## src/rtl/spp_pkg.sv

```systemverilog
package spp_pkg;
  typedef enum logic {BANK_A = 1'b0, BANK_B = 1'b1} bank_e;
endpackage

```

## src/rtl/spp_bit_sync.sv

```systemverilog
module spp_bit_sync #(
  parameter int STAGES = 2
) (
  input  logic clk,
  input  logic rst,
  input  logic ser_clk,
  input  logic ser_dat,
  output logic bit_stb,
  output logic bit_val
);
  logic [STAGES-1:0] ck_sh, dt_sh;
  logic              ck_last;

  always_ff @(posedge clk) begin
    if (rst) begin
      ck_sh   <= '0;
      dt_sh   <= '0;
      ck_last <= 1'b0;
      bit_stb <= 1'b0;
      bit_val <= 1'b0;
    end else begin
      ck_sh   <= {ck_sh[STAGES-2:0], ser_clk};
      dt_sh   <= {dt_sh[STAGES-2:0], ser_dat};
      ck_last <= ck_sh[STAGES-1];
      bit_stb <= ck_sh[STAGES-1] & ~ck_last;
      bit_val <= dt_sh[STAGES-1];
    end
  end

  // one rising edge cannot produce strobes on adjacent cycles
  assert_single_strobe_R2: assert property (@(posedge clk) disable iff (rst)
    bit_stb |=> !bit_stb);
endmodule

```

## src/rtl/spp_framer.sv

```systemverilog
module spp_framer
  import spp_pkg::*;
#(
  parameter int WORD_W     = 16,
  parameter int CHUNK_BITS = 64,
  parameter int IDX_W      = 2
) (
  input  logic              clk,
  input  logic              rst,
  input  logic              bit_stb,
  input  logic              bit_val,
  output logic              we,
  output logic [IDX_W:0]    waddr,
  output logic [WORD_W-1:0] wdata,
  output logic              wr_first,
  output logic              chunk_done,
  output bank_e             done_bank,
  output logic              fill_bank
);
  localparam int CNT_W = $clog2(2 * CHUNK_BITS);
  localparam int BIT_W = $clog2(WORD_W);

  logic [CNT_W-1:0]  cnt;
  logic [WORD_W-1:0] shreg;
  logic [IDX_W-1:0]  widx;
  logic              last_bit, chunk_end;

  always_comb begin
    widx      = IDX_W'(cnt[CNT_W-2:0] >> BIT_W);
    last_bit  = (cnt[BIT_W-1:0] == '1);
    chunk_end = (cnt[CNT_W-2:0] == '1);
  end

  assign fill_bank = cnt[CNT_W-1];

  always_ff @(posedge clk) begin
    if (rst) begin
      cnt        <= '0;
      shreg      <= '0;
      we         <= 1'b0;
      waddr      <= '0;
      wdata      <= '0;
      wr_first   <= 1'b0;
      chunk_done <= 1'b0;
      done_bank  <= BANK_A;
    end else begin
      we         <= 1'b0;
      chunk_done <= 1'b0;
      if (bit_stb) begin
        shreg <= {shreg[WORD_W-2:0], bit_val};
        cnt   <= cnt + 1'b1;
        if (last_bit) begin
          we       <= 1'b1;
          wdata    <= {shreg[WORD_W-2:0], bit_val};
          waddr    <= {cnt[CNT_W-1], widx};
          wr_first <= (widx == '0);
        end
        if (chunk_end) begin
          chunk_done <= 1'b1;
          done_bank  <= bank_e'(cnt[CNT_W-1]);
        end
      end
    end
  end

  // a completed chunk hands filling to the other bank
  assert_bank_swap_R4: assert property (@(posedge clk) disable iff (rst)
    chunk_done |-> (fill_bank != done_bank));
  // words are written only in reaction to a serial bit
  assert_write_after_bit_R2: assert property (@(posedge clk) disable iff (rst)
    we |-> $past(bit_stb));
endmodule

```

## src/rtl/spp_dual_buf.sv

```systemverilog
module spp_dual_buf #(
  parameter int WORD_W = 16,
  parameter int ADDR_W = 3
) (
  input  logic              clk,
  input  logic              we,
  input  logic [ADDR_W-1:0] waddr,
  input  logic [WORD_W-1:0] wdata,
  input  logic [ADDR_W-1:0] raddr,
  output logic [WORD_W-1:0] rdata
);
  localparam int DEPTH = 2 ** ADDR_W;
  logic [WORD_W-1:0] mem [DEPTH];

  always_ff @(posedge clk) begin
    if (we) mem[waddr] <= wdata;
    rdata <= mem[raddr];
  end
endmodule

```

## src/rtl/stream_pingpong_capture.sv

```systemverilog
module stream_pingpong_capture
  import spp_pkg::*;
#(
  parameter  int WORD_W     = 16,
  parameter  int CHUNK_BITS = 64,
  parameter  int SYNC_STAGES = 2,
  localparam int WORDS      = CHUNK_BITS / WORD_W,
  localparam int IDX_W      = (WORDS > 1) ? $clog2(WORDS) : 1
) (
  input  logic              clk,
  input  logic              rst,
  input  logic              ser_clk,
  input  logic              ser_dat,
  input  logic              rd_bank,
  input  logic [IDX_W-1:0]  rd_idx,
  output logic [WORD_W-1:0] rd_data,
  input  logic              ack,
  input  logic              ack_bank,
  output logic              chunk_rdy,
  output logic              chunk_bank,
  output logic              irq,
  output logic [1:0]        bank_full,
  output logic              overrun,
  output logic              fill_bank
);
  logic              bit_stb, bit_val;
  logic              we, wr_first, chunk_done;
  logic [IDX_W:0]    waddr;
  logic [WORD_W-1:0] wdata;
  bank_e             done_bank;
  logic [1:0]        full_nxt;

  spp_bit_sync #(.STAGES(SYNC_STAGES)) u_sync (
    .clk(clk), .rst(rst), .ser_clk(ser_clk), .ser_dat(ser_dat),
    .bit_stb(bit_stb), .bit_val(bit_val));

  spp_framer #(.WORD_W(WORD_W), .CHUNK_BITS(CHUNK_BITS), .IDX_W(IDX_W)) u_framer (
    .clk(clk), .rst(rst), .bit_stb(bit_stb), .bit_val(bit_val),
    .we(we), .waddr(waddr), .wdata(wdata), .wr_first(wr_first),
    .chunk_done(chunk_done), .done_bank(done_bank), .fill_bank(fill_bank));

  spp_dual_buf #(.WORD_W(WORD_W), .ADDR_W(IDX_W + 1)) u_buf (
    .clk(clk), .we(we), .waddr(waddr), .wdata(wdata),
    .raddr({rd_bank, rd_idx}), .rdata(rd_data));

  always_comb begin
    full_nxt = bank_full;
    if (ack) full_nxt[ack_bank] = 1'b0;
    if (chunk_done) full_nxt[done_bank] = 1'b1;
  end

  always_ff @(posedge clk) begin
    if (rst) begin
      bank_full  <= '0;
      overrun    <= 1'b0;
      chunk_rdy  <= 1'b0;
      chunk_bank <= 1'b0;
      irq        <= 1'b0;
    end else begin
      bank_full  <= full_nxt;
      irq        <= |full_nxt;
      chunk_rdy  <= chunk_done;
      if (chunk_done) chunk_bank <= done_bank;
      if (we && wr_first && bank_full[waddr[IDX_W]]) overrun <= 1'b1;
    end
  end

  // overrun never drops without reset
  assert_overrun_sticky_R8: assert property (@(posedge clk) disable iff (rst)
    $past(overrun) |-> overrun);
  // a ready pulse always comes with its bank marked full
  assert_pulse_marks_full_R5: assert property (@(posedge clk) disable iff (rst)
    chunk_rdy |-> bank_full[chunk_bank]);
  // a full bank keeps the interrupt raised
  assert_irq_when_full_R6: assert property (@(posedge clk) disable iff (rst)
    (bank_full != 2'b00) |-> irq);
endmodule

```

## config.mk

```make
export PLATFORM = sky130hd
export DESIGN_NAME = stream_pingpong_capture
export DESIGN_NICKNAME = d
export VERILOG_FILES = /design/src/rtl/spp_pkg.sv /design/src/rtl/spp_bit_sync.sv /design/src/rtl/spp_framer.sv /design/src/rtl/spp_dual_buf.sv /design/src/rtl/stream_pingpong_capture.sv
export SDC_FILE = /design/constraint.sdc
export NUM_CORES = 1
export LEC_CHECK = 0
export BUFFER_PORTS_ARGS = -buffer_cell sky130_fd_sc_hd__buf_2
export CAP_MARGIN = 10
export CORE_MARGIN = 8
export CORE_UTILIZATION = 25
export DETAILED_ROUTE_END_ITERATION = 7
export GPL_TIMING_DRIVEN = 1
export SLEW_MARGIN = 20
export SYNTH_ARGS = -nofsm -noshare
export SYNTH_HDL_FRONTEND = slang
export SYNTH_SLANG_ARGS = --single-unit
```

## constraint.sdc

```tcl
create_clock -name clk -period 4.1 [get_ports clk]
set_input_delay 0.615 -clock clk [delete_from_list [all_inputs] [get_ports clk]]
set_output_delay 0.615 -clock clk [all_outputs]
set_load 0.01 [all_outputs]
```

# Yosys cells after proc, flatten, opt, wreduce, memory -nomap -nowiden
# Memories as Yosys holds them, arrays and structs flattened. A register that Yosys moved wholly into a read port is not among the register bits.
# Cells that the tools add are included.
dict set report word_totals {
  word_cells 54
  ram_bits 128
  inputBits 9
  output_inout_bits 23
  memories 1
  register_bits 58
}
# memory words width rd rd_clocked_by_memory_dff wr line_no
set memory_table {}
lappend memory_table {u_buf.mem 8 16 1 1 1 spp_dual_buf.sv:13} ;# logic [WORD_W-1:0] mem [DEPTH];
dict set report op_classes {
  reduce_logical 9
  add_sub_neg 1
  bitwise 6
  eq_ne 2
  magnitude_cmp 5
  mux 12
}
# cell count
set op_table {}
lappend op_table {{2-to-1 mux 1 bit} 8}
lappend op_table {{adder 7 x 1 -> 7 bit, second input constant} 1}
lappend op_table {{== test 6 bit, second input constant} 1}
lappend op_table {{less-than comparator 1 x 2 -> 1 bit, second input constant} 3}
lappend op_table {{== test 4 bit, second input constant} 1}
lappend op_table {{logical AND 1 bit} 4}
lappend op_table {{2-to-1 mux 2 bit} 2}
lappend op_table {{AND reduction 2 bit} 2}
lappend op_table {{OR reduction 2 bit} 2}
lappend op_table {{bitwise AND 2 bit} 1}
lappend op_table {{demux 1 bit (select 1 bit)} 2}
lappend op_table {{greater-or-equal comparator 1 bit, second input constant} 2}
lappend op_table {{logical NOT 2 bit} 1}
lappend op_table {{inverter 1 bit} 2}
lappend op_table {{inverter 2 bit} 1}
lappend op_table {{OR 2 bit} 1}
lappend op_table {{bitwise AND 1 bit} 1}

# Depth between registers and ports, before layout
dict set report logic_depth {
  ltp_word 10
  ltp_mapped 5
  ltp_nobuf 4
}

# Cells and area by module
# Synthesis repeated with hierarchy kept, for this count alone.
dict set report hier_totals {
  cells_unflattened 423
  hier_area_um2 7287.0
}
# module area_each_um2 cells_per_inst n_inst
set by_module_without_submodules {}
lappend by_module_without_submodules {spp_dual_buf 5293.8 214 1}
lappend by_module_without_submodules {spp_framer 1600.3 174 1}
lappend by_module_without_submodules {stream_pingpong_capture 202.7 21 1}
lappend by_module_without_submodules {spp_bit_sync 190.2 14 1}

# Worst setup path before layout
# Ideal clock, no wire load.
dict set report synth_timing {
  path_type {reg2reg}
  start {register u_framer.waddr[2]}
  end {memory u_buf.mem[0][0] (enable)}
  path_stages_with_launch 3
  path_buffers 0
  arrival_ns 1.635
  path_slack_ns 2.056
  cell_sequence {dfxtp_1 -> nand2b_1 -> nor3_1}
}
# element line_no
set synth_rtl {}
lappend synth_rtl {{start, declared} spp_framer.sv:13} ;# output logic [IDX_W:0] waddr,
lappend synth_rtl {{start signal, assigned} spp_framer.sv:55} ;# waddr <= {cnt[CNT_W-1], widx};
lappend synth_rtl {{end, declared} spp_dual_buf.sv:13}
# No word-level cell before the write port.

# Worst setup path after layout
dict set report layout_timing {
  start {register u_framer.waddr[2]}
  end {memory u_buf.mem[0][8] (enable)}
}
# No word-level cell before the write port.

==> flow_summary.ini <==
[critical_path]
worst-r2r-cell-count = 2
worst-path-buf-inv = 0
required_ps = 4200
crit_chain = nand2b_1, nor3_4
max_stage_delay_ps = 890
critPathCaptureType = flop
ff2ff_setup_slack_ps = 2150
timing.rr.start = u_framer.waddr[2]
critPathKind = flop to flop
startpoint_type = flop
cp.arrival_ps = 2050
crit_family = simple AND/OR/NAND/NOR gates
reg2reg_to = u_buf.mem[0][8]
worst-path-max-fanout = 16
cpMaxStageDelayCell = nor3_4

[pwr]
p_leak_nw = 2.856
seqPwrFrac_pct = 51.2
switching_share_pct = 18.88
pwr-share-comb_pct = 2.4
power_per_cell_area_nw_per_um2 = 490.4
p_int_mw = 3.414
switchingPower_mw = 0.7944
peakVddDrop_mv = 0.2635
clkPwrFrac_pct = 46.4

[die]
ios = 32
fp.dieW_um = 186.4
placementRows = 62
fp.coreArea_um2 = 28630
start_util_pct = 25.35
die_y_um = 186.4
die_area_um2 = 34730

[synth]
synth.area.mux_share_pct = 16.23
synthSimpleGateAreaFrac_pct = 5.846
synth_compound_area_share_pct = 2.276
yosysWarningCount = 0
ys.flop_type = edfxtp_1
syn_avg_cell_area_um2 = 17.11
syn_inst = 424
synthArstFlopShare_pct = 0
ys_seq_area_share_pct = 73.39
synth_edf_count = 128
synth_cell_type_count = 27
syn-num-nets = 434
synth_top_family_by_area = multiplexers
synth_area_um2 = 7256
ys_ff_latch = 202
synth-xor-area-share_pct = 0.4828
synth_adder_area_share_pct = 0.1724

[global_route]
antenna_found_initial = 0
grt_max_degree = 58
grt_overflow_total = 0
grt_pass1_wl_um = 21380
grtUsageTotal_pct = 7.675
grt_pass1_vias = 3793

[min_path]
worst_hold_path_type = input pin to flop
whs_endpoint = u_sync.ck_sh[0]
hold_depth = 2
hp-start = ser_clk

[sta]
slew_violations = 0
fin_worst_skew_ps = 14.37
rsz0062_at_grt = no
tns_ps = 0
maxSlewHeadroom_pct = 28.44
setup_violations = 0
fin_crit_ps = 1951
final_hold_viol_count = 0
max_freq_mhz = 512.5
fin_crit_sh_pct = 47.59
tightest_slew_ps = 1070

[clock_tree]
cts_setup_buffers = 0
clk_latency_ps = 490
cts-resized-gates = 0
tritoncts = yes
htreeDepth = 1
path_clk_slew_ps = 60
numClockSinks = 202
cts_root_buffer = clkbuf_16
cts_hold_buf = 0
numCtsBuffers = 20
clock_path_buffers = 3

[route]
final_antenna_net_count = 0
drt-wirelength-per-cell_um = 15.95
viasPerCell = 4.213
wl_met3_um = 569
drc_errors = 0
vias = 3619
dr_wl_met2_um = 6572
wl_met1_um = 6246
totalWireLength_um = 13700
drt-initial-drc-count = 154
highest_layer = met4
dr.pass1.iters = 5

[finish]
layout_common_cells = edfxtp_1 (128), dfxtp_1 (74), nand2_1 (47), buf_2 (31), mux4_1 (28)
finalNetCount = 471
drive_gt1_share_pct = 19.79
diodes = 0
area_growth_pct = 18.28
layout.cells.most_common = edfxtp_1
final_util_pct = 29.98

[outcome]
status = finished clean

[placement]
portBuffers = 31
hpwl_um = 7816
gp_congestion = 0.6909

[run]
drv_cap = 0
-- synth_stat cells, types with 4 or more instances --
cell / count / share of area, %
edfxtp_1: 128 / 53
o21ai_0: 4 / 0.28
mux2_2: 17 / 2.6
buf_1: 7 / 0.36
nor2b_1: 8 / 0.69
buf_6: 4 / 0.62
mux2i_1: 16 / 2.2
clkbuf_1: 7 / 0.36
dfxtp_1: 74 / 20
a21oi_1: 26 / 1.8
mux4_1: 28 / 10
nor2_1: 28 / 1.4
nand2_1: 47 / 2.4
mux4_2: 4 / 1.2
nand2b_1: 5 / 0.43
-- worst max-delay path by stage --
stage                           start         endpoint  slack [ps]  cells after the start
finish              u_framer.waddr[2]  u_buf.mem[0][8]        2150                      2
global route        u_framer.waddr[2]  u_buf.mem[0][8]        2030                      2
CTS                 u_framer.waddr[2]  u_buf.mem[0][8]        2100                      2
detailed placement          rd_idx[1]  u_buf.rdata[13]        1620                      3
global placement            rd_idx[1]   u_buf.rdata[1]        1680                      3
floorplan           u_framer.waddr[2]  u_buf.mem[0][0]        2060                      2
-- per-layer routing --
layer  vias up  GRT usage [%]
li1       1688              -
met1      1832          9.733
met2        75          12.79
met3        24          1.939
met4         0          2.155
met5         -              0
-- kinds of logic (layout without fill, tap and decap cells) --
kind of cell               Yosys count  count (layout)
AOI/OAI and AO/OA                   32              32
buffers and inverters               22              73
and+or+nand+nor                     98              98
adders and majority gates            1               1
xor gates and xnor gates             4               4
muxes                               65              65
DFF                                202             202
-- metrics by stage --
step                instances  hold slack, ps  worst slack, ps  total power, mW  cell area (µm²)
floorplan                 424           367.4             2056            2.274             7256
global placement          823           375.9             1682            2.301             7854
detailed placement        823           377.9             1622            2.304             7874
CTS                       859           335.3             2096            4.252             8582
global route              859           349.8             2026            4.338             8582
finish                    859           344.5             2149            4.209             8582
-- registers in the layout, summed over array words and instances (netlist names), 2 cells and up --
register and cells:
u_sync.ck_sh 2, bank_full 2, u_buf.mem 128, u_framer.shreg 15
u_framer.wdata 16, u_framer.cnt 7, u_framer.waddr 3, u_sync.dt_sh 2
u_buf.rdata 16
-- area by class of cell --
type	instances	area, µm²
Multi-Input combinational cell	200	1872
Inverter	1	3.754
Sequential cell	202	5325
Fill cell	2798	20040
Clock inverter	13	196.4
Clock buffer	23	511.7
Tap cell	384	480.5
Timing Repair Buffer	36	192.7
-- power by group through the flow --
stage / sequential (mW) / combinational [mW] / clock (mW)
after global placement: 2.20 / 0.0993 / 0
after global routing: 2.16 / 0.108 / 2.07
after CTS: 2.16 / 0.102 / 1.99
after detailed placement: 2.20 / 0.102 / 0
final: 2.16 / 0.0990 / 1.95
after floorplan: 2.21 / 0.0682 / 0
-- worst reg2reg max path: stages (launching register included) --
cell and delay (ps):
dfxtp_1 350, nand2b_1 330, nor3_4 890
Note: power is estimated with default switching activity, not from simulation.
